File: src/rtl/pic_cmd_seq_pkg.sv
package pic_cmd_seq_pkg;

   // Initialization progress. Values of the step register.
   typedef enum logic [2:0] {
      STEP_IDLE = 3'd0,
      STEP_HALT = 3'd1,
      STEP_BASE = 3'd2,
      STEP_CASC = 3'd3,
      STEP_MODE = 3'd4
   } step_e;

   // Command-port decode
   localparam int unsigned B_START = 4;
   localparam int unsigned B_SELW  = 3;

   // Start word
   localparam int unsigned B_SNGL  = 1;
   localparam int unsigned B_NEED4 = 0;

   // Mode word
   localparam int unsigned B_X86   = 0;
   localparam int unsigned B_AUTO  = 1;

   // EOI/rotation word
   localparam int unsigned B_ROT   = 7;
   localparam int unsigned B_LVLSP = 6;
   localparam int unsigned B_EOI   = 5;

   // Read-select word
   localparam int unsigned B_POLL  = 2;
   localparam int unsigned B_RDREG = 1;
   localparam int unsigned B_ISSEL = 0;

endpackage

File: src/rtl/pic_cmd_seq_init.sv
module pic_cmd_seq_init
   import pic_cmd_seq_pkg::*;
#(
   parameter int DW    = 8,
   parameter int LVL_W = 3
) (
   input  logic          clk_i,
   input  logic          rst_ni,
   input  logic          wr_i,
   input  logic          addr_i,
   input  logic [DW-1:0] wdata_i,
   output logic          ready_o,
   output logic [DW-1:0] mask_o,
   output logic [DW-1:0] vec_base_o,
   output logic          auto_eoi_o,
   output logic          cfg_err_o,
   output logic          init_o,
   output logic          start_o,
   output logic          op_wr_o
);

   step_e step_q;

   logic start_w;
   logic dwr_w;

   assign start_w = wr_i & ~addr_i & wdata_i[B_START];
   assign dwr_w   = wr_i & addr_i;
   assign start_o = start_w;
   assign op_wr_o = wr_i & ~addr_i & ~wdata_i[B_START] & ready_o;

   always_ff @(posedge clk_i or negedge rst_ni) begin
      if (!rst_ni) begin
         step_q     <= STEP_IDLE;
         ready_o    <= 1'b0;
         mask_o     <= '0;
         vec_base_o <= '0;
         auto_eoi_o <= 1'b0;
         cfg_err_o  <= 1'b0;
         init_o     <= 1'b0;
      end else begin
         init_o <= start_w;
         if (start_w) begin
            ready_o <= 1'b0;
            mask_o  <= '0;
            if (wdata_i[B_SNGL] || !wdata_i[B_NEED4]) begin
               step_q    <= STEP_HALT;
               cfg_err_o <= 1'b1;
            end else begin
               step_q    <= STEP_BASE;
               cfg_err_o <= 1'b0;
            end
         end else if (dwr_w) begin
            if (ready_o) begin
               mask_o <= wdata_i;
            end else begin
               case (step_q)
                  STEP_BASE: begin
                     vec_base_o <= {wdata_i[DW-1:LVL_W], {LVL_W{1'b0}}};
                     step_q     <= STEP_CASC;
                  end
                  STEP_CASC: step_q <= STEP_MODE;
                  STEP_MODE: begin
                     if (wdata_i[B_X86]) begin
                        auto_eoi_o <= wdata_i[B_AUTO];
                        ready_o    <= 1'b1;
                        cfg_err_o  <= 1'b0;
                        step_q     <= STEP_IDLE;
                     end else begin
                        cfg_err_o <= 1'b1;
                     end
                  end
                  default: ;
               endcase
            end
         end
      end
   end

   AST_START_CLEARS: assert property (@(posedge clk_i) disable iff (!rst_ni)
      start_w |=> (!ready_o && mask_o == '0 && init_o));

   AST_BAD_START_ERR: assert property (@(posedge clk_i) disable iff (!rst_ni)
      (start_w && (wdata_i[B_SNGL] || !wdata_i[B_NEED4])) |=> (cfg_err_o && !ready_o));

   AST_BASE_ONLY_STEP: assert property (@(posedge clk_i) disable iff (!rst_ni)
      !(dwr_w && step_q == STEP_BASE) |=> $stable(vec_base_o));

   AST_READY_FROM_MODE: assert property (@(posedge clk_i) disable iff (!rst_ni)
      $rose(ready_o) |-> $past(dwr_w && step_q == STEP_MODE && wdata_i[B_X86]));

   AST_MASK_HOLD: assert property (@(posedge clk_i) disable iff (!rst_ni)
      (!dwr_w && !start_w) |=> $stable(mask_o));

endmodule

File: src/rtl/pic_cmd_seq_ops.sv
module pic_cmd_seq_ops
   import pic_cmd_seq_pkg::*;
#(
   parameter int DW    = 8,
   parameter int LVL_W = 3
) (
   input  logic             clk_i,
   input  logic             rst_ni,
   input  logic             op_wr_i,
   input  logic             start_i,
   input  logic [DW-1:0]    wdata_i,
   output logic             rotate_o,
   output logic             poll_o,
   output logic             issel_o,
   output logic             eoi_o,
   output logic             eoi_spec_o,
   output logic             prio_set_o,
   output logic [LVL_W-1:0] cmd_lvl_o
);

   always_ff @(posedge clk_i or negedge rst_ni) begin
      if (!rst_ni) begin
         rotate_o   <= 1'b0;
         poll_o     <= 1'b0;
         issel_o    <= 1'b0;
         eoi_o      <= 1'b0;
         eoi_spec_o <= 1'b0;
         prio_set_o <= 1'b0;
         cmd_lvl_o  <= '0;
      end else begin
         eoi_o      <= 1'b0;
         prio_set_o <= 1'b0;
         if (start_i) begin
            issel_o <= 1'b0;
         end else if (op_wr_i) begin
            if (wdata_i[B_SELW]) begin
               poll_o <= wdata_i[B_POLL];
               if (wdata_i[B_RDREG]) begin
                  issel_o <= wdata_i[B_ISSEL];
               end
            end else begin
               rotate_o  <= wdata_i[B_ROT];
               cmd_lvl_o <= wdata_i[LVL_W-1:0];
               if (wdata_i[B_EOI]) begin
                  eoi_o      <= 1'b1;
                  eoi_spec_o <= wdata_i[B_LVLSP];
               end else if (wdata_i[B_LVLSP] && wdata_i[B_ROT]) begin
                  prio_set_o <= 1'b1;
               end
            end
         end
      end
   end

   AST_SEL_HOLD: assert property (@(posedge clk_i) disable iff (!rst_ni)
      (!op_wr_i && !start_i) |=> ($stable(issel_o) && $stable(poll_o)));

   AST_EOI_FROM_OP: assert property (@(posedge clk_i) disable iff (!rst_ni)
      (eoi_o || prio_set_o) |-> $past(op_wr_i));

   AST_CMD_ONE_CYCLE: assert property (@(posedge clk_i) disable iff (!rst_ni)
      (eoi_o && !op_wr_i) |=> !eoi_o);

endmodule

File: src/rtl/pic_cmd_seq_rdport.sv
module pic_cmd_seq_rdport #(
   parameter int DW = 8
) (
   input  logic          clk_i,
   input  logic          rst_ni,
   input  logic          rd_i,
   input  logic          addr_i,
   input  logic          poll_i,
   input  logic          issel_i,
   input  logic [DW-1:0] mask_i,
   input  logic [DW-1:0] irr_i,
   input  logic [DW-1:0] isr_i,
   output logic [DW-1:0] rdata_o,
   output logic          rd_unsup_o
);

   logic [DW-1:0] vec_w;

   // Per-bit choice between the in-service and request vectors
   for (genvar b = 0; b < DW; b++) begin : g_sel
      assign vec_w[b] = issel_i ? isr_i[b] : irr_i[b];
   end

   always_ff @(posedge clk_i or negedge rst_ni) begin
      if (!rst_ni) begin
         rdata_o    <= '0;
         rd_unsup_o <= 1'b0;
      end else begin
         rd_unsup_o <= rd_i & poll_i;
         if (rd_i) begin
            if (poll_i)      rdata_o <= '0;
            else if (addr_i) rdata_o <= mask_i;
            else             rdata_o <= vec_w;
         end
      end
   end

   AST_RD_MASK: assert property (@(posedge clk_i) disable iff (!rst_ni)
      (rd_i && addr_i && !poll_i) |=> rdata_o == $past(mask_i));

   AST_RD_HOLD: assert property (@(posedge clk_i) disable iff (!rst_ni)
      !rd_i |=> $stable(rdata_o));

   AST_POLL_UNSUP: assert property (@(posedge clk_i) disable iff (!rst_ni)
      (rd_i && poll_i) |=> (rd_unsup_o && rdata_o == '0));

endmodule

File: src/rtl/pic_cmd_seq.sv
module pic_cmd_seq #(
   parameter int DW    = 8,
   parameter int LVL_W = $clog2(DW)
) (
   input  logic             clk_i,
   input  logic             rst_ni,
   input  logic             wr_i,
   input  logic             rd_i,
   input  logic             addr_i,
   input  logic [DW-1:0]    wdata_i,
   input  logic [DW-1:0]    irr_i,
   input  logic [DW-1:0]    isr_i,
   output logic [DW-1:0]    rdata_o,
   output logic             ready_o,
   output logic [DW-1:0]    mask_o,
   output logic [DW-1:0]    vec_base_o,
   output logic             auto_eoi_o,
   output logic             rotate_o,
   output logic             poll_o,
   output logic             init_o,
   output logic             eoi_o,
   output logic             eoi_spec_o,
   output logic             prio_set_o,
   output logic [LVL_W-1:0] cmd_lvl_o,
   output logic             cfg_err_o,
   output logic             rd_unsup_o
);

   if (DW != 8) begin : g_bad_width
      $error("pic_cmd_seq: command decode needs an 8-bit data bus");
   end
   if (LVL_W != $clog2(DW)) begin : g_bad_lvl
      $error("pic_cmd_seq: LVL_W must equal clog2(DW)");
   end

   logic start_w;
   logic op_wr_w;
   logic issel_w;

   pic_cmd_seq_init #(.DW(DW), .LVL_W(LVL_W)) u_init (
      .clk_i      (clk_i),
      .rst_ni     (rst_ni),
      .wr_i       (wr_i),
      .addr_i     (addr_i),
      .wdata_i    (wdata_i),
      .ready_o    (ready_o),
      .mask_o     (mask_o),
      .vec_base_o (vec_base_o),
      .auto_eoi_o (auto_eoi_o),
      .cfg_err_o  (cfg_err_o),
      .init_o     (init_o),
      .start_o    (start_w),
      .op_wr_o    (op_wr_w)
   );

   pic_cmd_seq_ops #(.DW(DW), .LVL_W(LVL_W)) u_ops (
      .clk_i      (clk_i),
      .rst_ni     (rst_ni),
      .op_wr_i    (op_wr_w),
      .start_i    (start_w),
      .wdata_i    (wdata_i),
      .rotate_o   (rotate_o),
      .poll_o     (poll_o),
      .issel_o    (issel_w),
      .eoi_o      (eoi_o),
      .eoi_spec_o (eoi_spec_o),
      .prio_set_o (prio_set_o),
      .cmd_lvl_o  (cmd_lvl_o)
   );

   pic_cmd_seq_rdport #(.DW(DW)) u_rd (
      .clk_i      (clk_i),
      .rst_ni     (rst_ni),
      .rd_i       (rd_i),
      .addr_i     (addr_i),
      .poll_i     (poll_o),
      .issel_i    (issel_w),
      .mask_i     (mask_o),
      .irr_i      (irr_i),
      .isr_i      (isr_i),
      .rdata_o    (rdata_o),
      .rd_unsup_o (rd_unsup_o)
   );

   AST_OPS_NEED_READY: assert property (@(posedge clk_i) disable iff (!rst_ni)
      (wr_i && !addr_i && !wdata_i[4] && !ready_o) |=> ($stable(poll_o) && $stable(rotate_o)));

endmodule

File: config.mk
export PLATFORM = sky130hd
export DESIGN_NAME = pic_cmd_seq
export DESIGN_NICKNAME = d
export VERILOG_FILES = /design/src/rtl/pic_cmd_seq_pkg.sv /design/src/rtl/pic_cmd_seq_init.sv /design/src/rtl/pic_cmd_seq_ops.sv /design/src/rtl/pic_cmd_seq_rdport.sv /design/src/rtl/pic_cmd_seq.sv
export SDC_FILE = /design/constraint.sdc
export NUM_CORES = 1
export LEC_CHECK = 0
export CORE_ASPECT_RATIO = 1.25
export CORE_MARGIN = 5
export CORE_UTILIZATION = 40
export DETAILED_ROUTE_END_ITERATION = 10
export PLACE_DENSITY = 0.75
export REMOVE_ABC_BUFFERS = 1
export SYNTH_ARGS = -nofsm -noshare
export SYNTH_HDL_FRONTEND = slang
export SYNTH_SLANG_ARGS = --single-unit
File: constraint.sdc
create_clock -name clk_i -period 1.3 [get_ports clk_i]
set_input_delay 0.195 -clock clk_i [delete_from_list [all_inputs] [get_ports clk_i]]
set_output_delay 0.195 -clock clk_i [all_outputs]
set_load 0.005 [all_outputs]
Yosys cells after proc, flatten, opt, wreduce, memory -nomap -nowiden:

Index checks and enable logic that the tools add are counted.

* register bits: 38
* input port bits: 29
* output and inout bits: 37
* word-level logic and storage cells: 94

* equal/unequal tests: 5
* multiplexer cells: 43
* bitwise operators: 11
* reductions and logical operators: 19

Operators by type and width (count)
* $mux W8: 5
* $mux W1: 32
* $mux W3: 4
* $reduce_and A3 Y1: 4
* $reduce_and A4 Y1: 3
* $reduce_bool A2 Y1: 6
* $pmux W3 S3: 1
* $and A1 B1 Y1: 6
* $eq A3 B2 Y1 const B: 2
* $not A1 Y1: 5
* $reduce_and A5 Y1: 1
* $reduce_bool A4 Y1: 1
* $eq A3 B3 Y1 const B: 1
* $ne A3 B2 Y1 const B: 1
* $mux W2: 1
* $ne A2 B2 Y1 const B: 1
* $reduce_and A2 Y1: 1
* $logic_and A1 B1 Y1: 1
* $logic_not A1 Y1: 1
* $logic_or A1 B1 Y1: 1

Longest topological paths before layout:

Gate-level depths: netlist of the first run.

* depth after elaboration: 6
* mapped depth: 5
* gate-level depth less buffers: 3

By module:

A second synthesis of the first run with hierarchy kept.

* cell total of the unflattened synthesis: 137
* area, all modules: 1840.5 µm²

Modules (own cells, without submodules)
* pic_cmd_seq_init: times used 1, cells an instance 67, area an instance 899.6 µm², seq. area each 500.5 µm²
* pic_cmd_seq_rdport: times used 1, cells an instance 47, area an instance 564.3 µm², seq. area each 225.2 µm²
* pic_cmd_seq_ops: times used 1, cells an instance 23, area an instance 376.6 µm², seq. area each 225.2 µm²

Worst setup path after synthesis of the first run:

No wires, ideal clock.

* kind: register to register
* start: register u_init.ready_o
* end: register u_ops.cmd_lvl_o[0]
* library setup time: 0.125 ns
* arrival: 1.193 ns
* required time: 1.175 ns
* path slack: -0.018 ns
* cell stages (with the launch flop): 5
* path buffers: 1
* period minus slack after synthesis: 1.318 ns
* cell sequence: dfrtp_1 > and4bb_1 > and2_4 > buf_6 > mux2_4

* cells in the longest elaborated chain, start to end: 2

Ends and longest elaborated chain
* start, declared: line pic_cmd_seq_init.sv:12 `output logic ready_o,`
* start signal, assigned: line pic_cmd_seq_init.sv:35 `ready_o <= 1'b0;`
* start signal, assigned: line pic_cmd_seq_init.sv:44 `ready_o <= 1'b0;`
* start signal, assigned: line pic_cmd_seq_init.sv:66 `ready_o <= 1'b1;`
* $and A1 B1 Y1: line pic_cmd_seq_init.sv:30 `assign op_wr_o = wr_i & ~addr_i & ~wdata_i[B_START] & ready_o;`
* $reduce_and A3 Y1 (no source line)
* end signal, assigned: line pic_cmd_seq_ops.sv:43 `cmd_lvl_o <= wdata_i[LVL_W-1:0];`
* end, declared: line pic_cmd_seq_ops.sv:18 `output logic [LVL_W-1:0] cmd_lvl_o`

Every way passes these cells.
A chain may end at the register's enable or synchronous reset.

Worst setup path after layout of the first run:

* start: register u_init.ready_o
* end: register u_ops.cmd_lvl_o[2]

The elaborated chain is that of the path after synthesis.

==> results.txt, run 1 <==
The final design area excluding fillers is 0.00286 sq mm. The post-synth design cell area came out at 0.00189 sq mm. For this run, the leading register cell type out of synthesis is dfrtp_1.

The horizontal die dimension is 71.5 um. In the routed design, unresolved DRC markers number 0. The reported max-cap violation count is 0. The global-route congestion overflow total came out at 0. The HPWL after detailed placement came out at 3510 um. The worst-case IR drop observed on VDD is 0.802 mV. The number of diodes added for antenna fixing came out at 0. The top-area cell type share of the netlist area came out at 50.4%. The clock passes through at most 2 buffers. The area growth from synthesis to final layout is 51.6%. TritonCTS built the clock tree. The number of sinks on the clock net came out at 38.

The clock root buffer is clkbuf_8. The number of cells on the worst reg-to-reg path is 4. In the post-synthesis netlist, the biggest area contributors are dfrtp_1, mux2_4, mux2_2.

The worst path uses 105% of the clock period. The worst-path maximum fanout came out at 5. In this run the tool buffered the top-level ports with 62 buffer cells. The post-synthesis average cell area came out at 12.7 sq um. The filler cells instantiated in the layout total 384. The count of nets left with antenna violations once routing finished came out at 0. The clock latency on the worst-skew pair is 0.29 ns. The count of final hold-check violations was 0.

The global-route usage over all layers is 16.5%. The net count reported at finish came out at 267. The internal reg-to-reg setup slack came out at -0.07 ns. The run finished, with violations left. The worst hold endpoint is u_init.mask_o[4].

The number of antenna violations at the first check in global routing is 0. The die extent in y is 86.8 um. STA classifies the critical path endpoint as a flip-flop.

The placement-stage worst setup slack is -0.471 ns. STA classifies the critical path startpoint as a flip-flop. The final setup violation count came out at 11. The first-pass GRT wire length came out at 7940 um.

The number of global-route vias before repair is 1636. The number of synthesized register bits is 38. Buffers inserted during clock tree synthesis total 5. The total count of max-transition violations in the final report is 0. The startpoint identified for the worst hold timing path is wdata_i[4]. After clock tree synthesis, the clock-pin slew on the worst setup and hold paths is 0.08 ns. In the final routed layout, each cell accounts on average for 16.4 um. Setup repair after global routing could not meet its margin everywhere. The floorplan step defined a die boundary enclosing 0.00620 sq mm.

The number of cells traversed by the worst hold path came out at 2. The count of synthesis-stage warnings from yosys came out at 0. CTS built an H-tree with a depth of 2. The initialized floorplan defines 28 standard-cell rows. The synthesized design spends more area on one cell type than any other, namely dfrtp_1. The share of the yosys chip area belonging to registers is 50.4%. The shortest period the worst path allows is 1.37 ns. In this run the critical register-to-register path is launched from u_init.ready_o. The placer congestion estimate came out at 0.789. The vias after detailed routing came out at 1481. The core box area came out at 0.00466 sq mm. The critical path is of the reg2reg type.

The slack of the critical path came out at -0.0693 ns. The checks that failed: negative setup slack. The distinct cell type count of the synthesized netlist came out at 41.

In the final layout, the share of cells above drive strength 1 is 31.9%. The number of enable-type register cells in the synthesized netlist came out at 0. The initial detailed-routing violation count came out at 56. The detailed-routing iteration count for the pre-antenna-repair pass is 4. During I/O placement, the number of pins put on the boundary was 66. The destination of the worst register-to-register timing path is u_ops.cmd_lvl_o[2].

The synthesized instance count came out at 149. In the routed layout, each cell is associated on average with a via count of 4.97. The largest net degree at the start of global routing is 39. Cells fill 61.4% of the core in the end. The leakage power of the design is 1.49 nW. Between clock sinks in the finished design, the worst skew comes to 0.00810 ns. STA puts the critical path data required time at 1.48 ns. The worst min-delay path class is in2reg. The cell area reported after detailed placement came out at 0.00262 sq mm.

The upper clock frequency limit came out at 730 MHz. The initial core utilization came out at 40.5%. The async set-reset flop share out of synthesis is 100%.

The final layout contains routed wiring with a total length of 4890 um. The power density of the placed cells is 1120 mW/mm^2. For the worst setup path, the data arrival time is 1.55 ns.
-- metrics by stage --
| stage | total power, mW | instances | hold WS, ns | TNS (ns) |
|---|---|---|---|---|
| floorplan | 1.76 | 140 | -0.101 | 0 |
| global placement | 2.23 | 276 | 0.272 | -10.70 |
| detailed placement | 2.24 | 276 | 0.268 | -11.55 |
| CTS | 3.21 | 297 | 0.379 | -0.517 |
| global route | 3.37 | 298 | 0.427 | -1.06 |
| finish | 3.21 | 298 | 0.388 | -0.486 |
-- cells in the mapped netlist (all sizes together), types with 3 or more instances --
cell type	number
buf	10
inv	13
nor2	3
a22o	8
and2b	4
nand2	3
mux2	20
dfrtp	38
nand2b	3
mux2i	11
o22ai	9
-- final cells by class --
type / count / area [sq um] / area share [%]
clock buffer: 6 / 82.6 / 2.88
sequential: 38 / 952 / 33.3
inverter: 13 / 48.8 / 1.70
multi-input combinational: 89 / 865 / 30.2
tap: 60 / 75.1 / 2.62
clock inverter: 1 / 30.0 / 1.05
timing repair buffer: 91 / 810 / 28.3
-- flip-flops by register name (all words and copies together) (netlist names) --
| register | flops |
|---|---|
| u_init.auto_eoi_o | 1 |
| u_init.cfg_err_o | 1 |
| u_init.init_o | 1 |
| u_init.mask_o | 8 |
| u_init.ready_o | 1 |
| u_init.step_q | 3 |
| u_init.vec_base_o | 5 |
| u_ops.cmd_lvl_o | 3 |
| u_ops.eoi_o | 1 |
| u_ops.eoi_spec_o | 1 |
| u_ops.issel_o | 1 |
| u_ops.poll_o | 1 |
| u_ops.prio_set_o | 1 |
| u_ops.rotate_o | 1 |
| u_rd.rd_unsup_o | 1 |
| u_rd.rdata_o | 8 |
-- cells in the final DEF, fill, tap and decap left out, drive strengths merged, types with 2 or more instances in the layout --
| cell type | instances |
|---|---|
| dfrtp | 38 |
| dlygate4sd2 | 36 |
| buf | 29 |
| clkdlybuf4s50 | 24 |
| mux2 | 20 |
| inv | 13 |
| mux2i | 11 |
| o22ai | 9 |
| a22o | 8 |
| clkbuf | 7 |
| and2b | 4 |
| nand2b | 3 |
| conb | 3 |
| nand2 | 3 |
| nor2 | 3 |
| and3 | 2 |
| a21oi | 2 |
| and4bb | 2 |
| and2 | 2 |
| o221a | 2 |
| nor3b | 2 |
| nand3 | 2 |
-- critical path, cell delays in order (launching register included) --
cell	delay [ns]
dfrtp_1	0.36
buf_6	0.11
and4bb_2	0.28
and2_4	0.21
mux2_4	0.30
-- logic make-up after synthesis --
family          count (synthesis)  share of synthesized area (%)
buf+inv                        24                           6.89
mux                            31                           19.7
compound gates                 28                           11.7
simple gates                   27                           11.1
other cells                     1                          0.199
flops                          38                           50.4
-- what timing repair did --
action	4_1_cts	5_1_grt
gates resized for setup	48	7
endpoints found under the setup margin	57	19
pin swaps	6	7
hold endpoints to repair	38	0
hold buffers	1	0
buffers inserted	13	1
-- how the worst max path moves through the flow --
stage	from	end
6_report	u_init.ready_o	u_ops.cmd_lvl_o[2]
5_1_grt	u_init.ready_o	u_ops.cmd_lvl_o[0]
4_1_cts	u_init.ready_o	u_ops.cmd_lvl_o[0]
3_5_place_dp	addr_i	u_init.cfg_err_o
3_3_place_gp	addr_i	u_init.cfg_err_o
2_1_floorplan	u_init.ready_o	u_init.auto_eoi_o
-- routing by layer --
layer	wire [um]	vias up	track usage, %	part of all wire, %
met5	0	-	0	0
met4	75	0	5.64	1.5
met3	245	7	4.41	5.0
met2	2590	43	28.7	53
met1	1970	725	19.5	40
li1	-	706	-	-
-- power breakdown --
part / total (mW) / switching, mW / internal, mW
sequential: 1.42 / 0.0996 / 1.32
clock: 1.02 / 0.407 / 0.614
combinational: 0.772 / 0.295 / 0.477
total: 3.21 / 0.802 / 2.41
Note: power is estimated with default switching activity, not from simulation.
==> run 2, diff against run 1 <==
--- a/config.mk
+++ b/config.mk
@@ -5,12 +5,13 @@
 export SDC_FILE = /design/constraint.sdc
 export NUM_CORES = 1
 export LEC_CHECK = 0
-export CORE_ASPECT_RATIO = 1.25
+export CORE_ASPECT_RATIO = 1.5
 export CORE_MARGIN = 5
 export CORE_UTILIZATION = 40
 export DETAILED_ROUTE_END_ITERATION = 10
 export PLACE_DENSITY = 0.75
 export REMOVE_ABC_BUFFERS = 1
+export SKIP_CTS_REPAIR_TIMING = 1
 export SYNTH_ARGS = -nofsm -noshare
 export SYNTH_HDL_FRONTEND = slang
 export SYNTH_SLANG_ARGS = --single-unit
==> run 2 against run 1 <==
Compared with the run above:
- the run still ends with negative setup slack left
- largest cell class is now buffers
- clock power grew 22%
- global-route usage decreased by 0.54 points
- largest power group unchanged
- clock skew decreased by 0.0030 ns
- critical endpoint is now u_init.vec_base_o[5]
- worst setup slack gained 0.053 ns
==> results.txt, run 2 (synthesis results as in run 1) <==
Result of the run: finished with violations (unchanged). Violations in the final reports: negative setup slack (unchanged). The I/O pin count came out at 66 (unchanged).

The maximum buffer depth of the clock tree came out at 2 (unchanged). The global-route usage over all layers came to 15.9% (was 16.5%). The power density of the placed cells was 1130 mW/mm^2 (was 1120 mW/mm^2). The count of final hold-check violations is 0 (unchanged). The register clock-pin slew on the reported worst setup and hold paths is 0.08 ns (about the same).

The area growth from synthesis to final layout came out at 65.4% (was 51.6%). The initial detailed-routing violation count came to 32 (was 56). Setup repair after global routing missed its margin: yes (unchanged). The data arrival time of the critical path is 1.49 ns (was 1.55 ns). The number of standard-cell rows in the floorplan was 30 (was 28).

The net count reported at finish is 276 (was 267). The TritonCTS buffer count is 5 (unchanged). The startpoint kind of the worst setup timing path is a flip-flop (unchanged).

The number of nets with antenna violations after detailed routing came out at 0 (unchanged). The required time of the critical path came out at 1.47 ns (was 1.48 ns). The category of the critical setup timing path is reg2reg (unchanged). The total power is 3.54 mW (was 3.21 mW). The worst min-delay path class is in2async (was in2reg). The die extent in y is 94.1 um (was 86.8 um).

The number of buffers inserted by port buffering is 62 (unchanged). The global-route congestion overflow total is 0 (unchanged). The filler cell count in the final layout is 321 (was 384). The initial core utilization came out at 41.6% (was 40.5%). The worst-path maximum fanout came out at 5 (unchanged).

The average wire length per cell after detail routing is 16.7 um (was 16.4 um). The clock root buffer is clkbuf_8 (unchanged). The placement-stage worst setup slack came out at -0.470 ns (was -0.471 ns). The detailed-routing iteration count for the pre-antenna-repair pass came out at 4 (unchanged). The worst clock skew is 0.00510 ns (was 0.00810 ns). Registers with the highest flip-flop counts: u_init.mask_o: 8 flops, u_rd.rdata_o: 8 flops, u_init.vec_base_o: 5 flops (unchanged). The flip-flop and latch area came out at 951 sq um (was 952 sq um). The maximum vdd drop is 0.818 mV (was 0.802 mV). The detail-routed via count per cell came out at 4.96 (was 4.97). The TritonCTS clock tree is built (unchanged).

The leakage power of the design is 2.01 nW (was 1.49 nW). The setup TNS came out at -0.0619 ns (was -0.486 ns). The HPWL after detailed placement was 3670 um (was 3510 um). The number of diodes added for antenna fixing is 0 (unchanged).

The most common library cell in the layout ignoring fill and taps is dfrtp_1 (unchanged). The number of antenna violations at the first check in global routing was 0 (unchanged). The final wirelength is 5210 um (was 4890 um).

The vias after detailed routing came out at 1548 (was 1481). The clock latency on the worst-skew pair is 0.28 ns (was 0.29 ns). The number of remaining DRC errors is 0 (unchanged). The final design area excluding fillers is 0.00312 sq mm (was 0.00286 sq mm). The fraction of final layout cells sized beyond drive strength 1 is 33.5% (was 31.9%). The number of sinks on the clock net is 38 (unchanged).

The largest net degree at the start of global routing is 25 (was 39). The placer congestion estimate is 0.894 (was 0.789). The maximum level of the CTS H-tree came out at 2 (unchanged). The reported max-cap violation count came out at 0 (unchanged). The area of the multi-input gates is 867 sq um (was 865 sq um). The die outline area was 0.00622 sq mm (was 0.00620 sq mm).

The final setup violation count came out at 9 (was 11). The shortest period the worst path allows came out at 1.32 ns (was 1.37 ns). The slack of the critical path came out at -0.0165 ns (was -0.0693 ns). The total count of max-transition violations in the final report was 0 (unchanged). The core box area came to 0.00454 sq mm (was 0.00466 sq mm). The upper clock frequency limit came to 760 MHz (was 730 MHz). The number of global-route vias before repair came out at 1518 (was 1636). The cell area reported after detailed placement is 0.00271 sq mm (was 0.00262 sq mm). The first-pass GRT wire length is 7620 um (was 7940 um).

The horizontal die dimension is 66.1 um (was 71.5 um). The portion of the clock cycle consumed by the worst path in the final layout came out at 101% (was 105%). The sort of element at the end of the critical path is a flip-flop (unchanged).

Most frequent cells in the layout: dfrtp_1, dlymetal6s2s_1, buf_4, clkdlybuf4s50_1 (was dfrtp_1, dlygate4sd2_1, clkdlybuf4s50_1, buf_4, inv_1).
[run 2: changes by cell type in the layout (fill, tap and decap cells not counted), sizes merged]
cell / before / now
and3b: 1 / 2
buf: 29 / 37
bufinv: 1 / 2
clkbuf: 7 / 6
dlygate4sd2: 36 / 0
dlymetal6s2s: 0 / 37
[run 2: per-stage QoR]
| step | hold WS (ns) | utilization [%] | std cells |
|---|---|---|---|
| final | 0.351 | 68.8 | 312 |
| after global routing | 0.377 | 68.8 | 312 |
| after CTS | -0.179 | 62.7 | 295 |
| after detailed placement | 0.129 | 59.6 | 287 |
| after global placement | 0.129 | 59.6 | 287 |
| after floorplan | -0.101 | - | 140 |
[run 2: where the power goes]
| group | internal, mW | total, mW | switching [mW] |
|---|---|---|---|
| Combinational | 0.560 | 0.877 | 0.317 |
| Sequential | 1.32 | 1.42 | 0.103 |
| Clock | 0.819 | 1.24 | 0.421 |
[run 2: area by class of cell]
type	count	share of cell area, %
Timing Repair Buffer	99	33.1
Sequential cell	38	30.4
Multi-Input combinational cell	90	27.8
Clock buffer	6	2.64
Tap cell	64	2.56
Clock inverter	2	1.92
Inverter	13	1.56
[run 2: path summary, 6_finish.rpt]
kind	to	cells after the start	slack (ns)	startpoint
max	u_init.vec_base_o[5]	3	-0.02	u_init.ready_o
min	u_init.vec_base_o[7]	2	0.35	rst_ni
max reg2reg	u_init.vec_base_o[5]	3	-0.02	u_init.ready_o
min reg2reg	u_init.vec_base_o[7]	1	0.51	u_init.vec_base_o[7]
max in group asynchronous	u_rd.rdata_o[4]	3	0.49	rst_ni
min in group clk_i	u_init.mask_o[4]	3	0.36	wdata_i[4]
[run 2: critical path: stages, from the launching register on]
cell and delay [ns]:
dfrtp_1 0.42, and4bb_4 0.38, nand2_4 0.10, mux2_4 0.31
[run 2: per-layer routing]
layer | track usage (%) | routed length [um]
met1 | 19.8 | 1970
met2 | 26.2 | 2820
met3 | 4.19 | 293
met4 | 5.59 | 123
met5 | 0 | 0
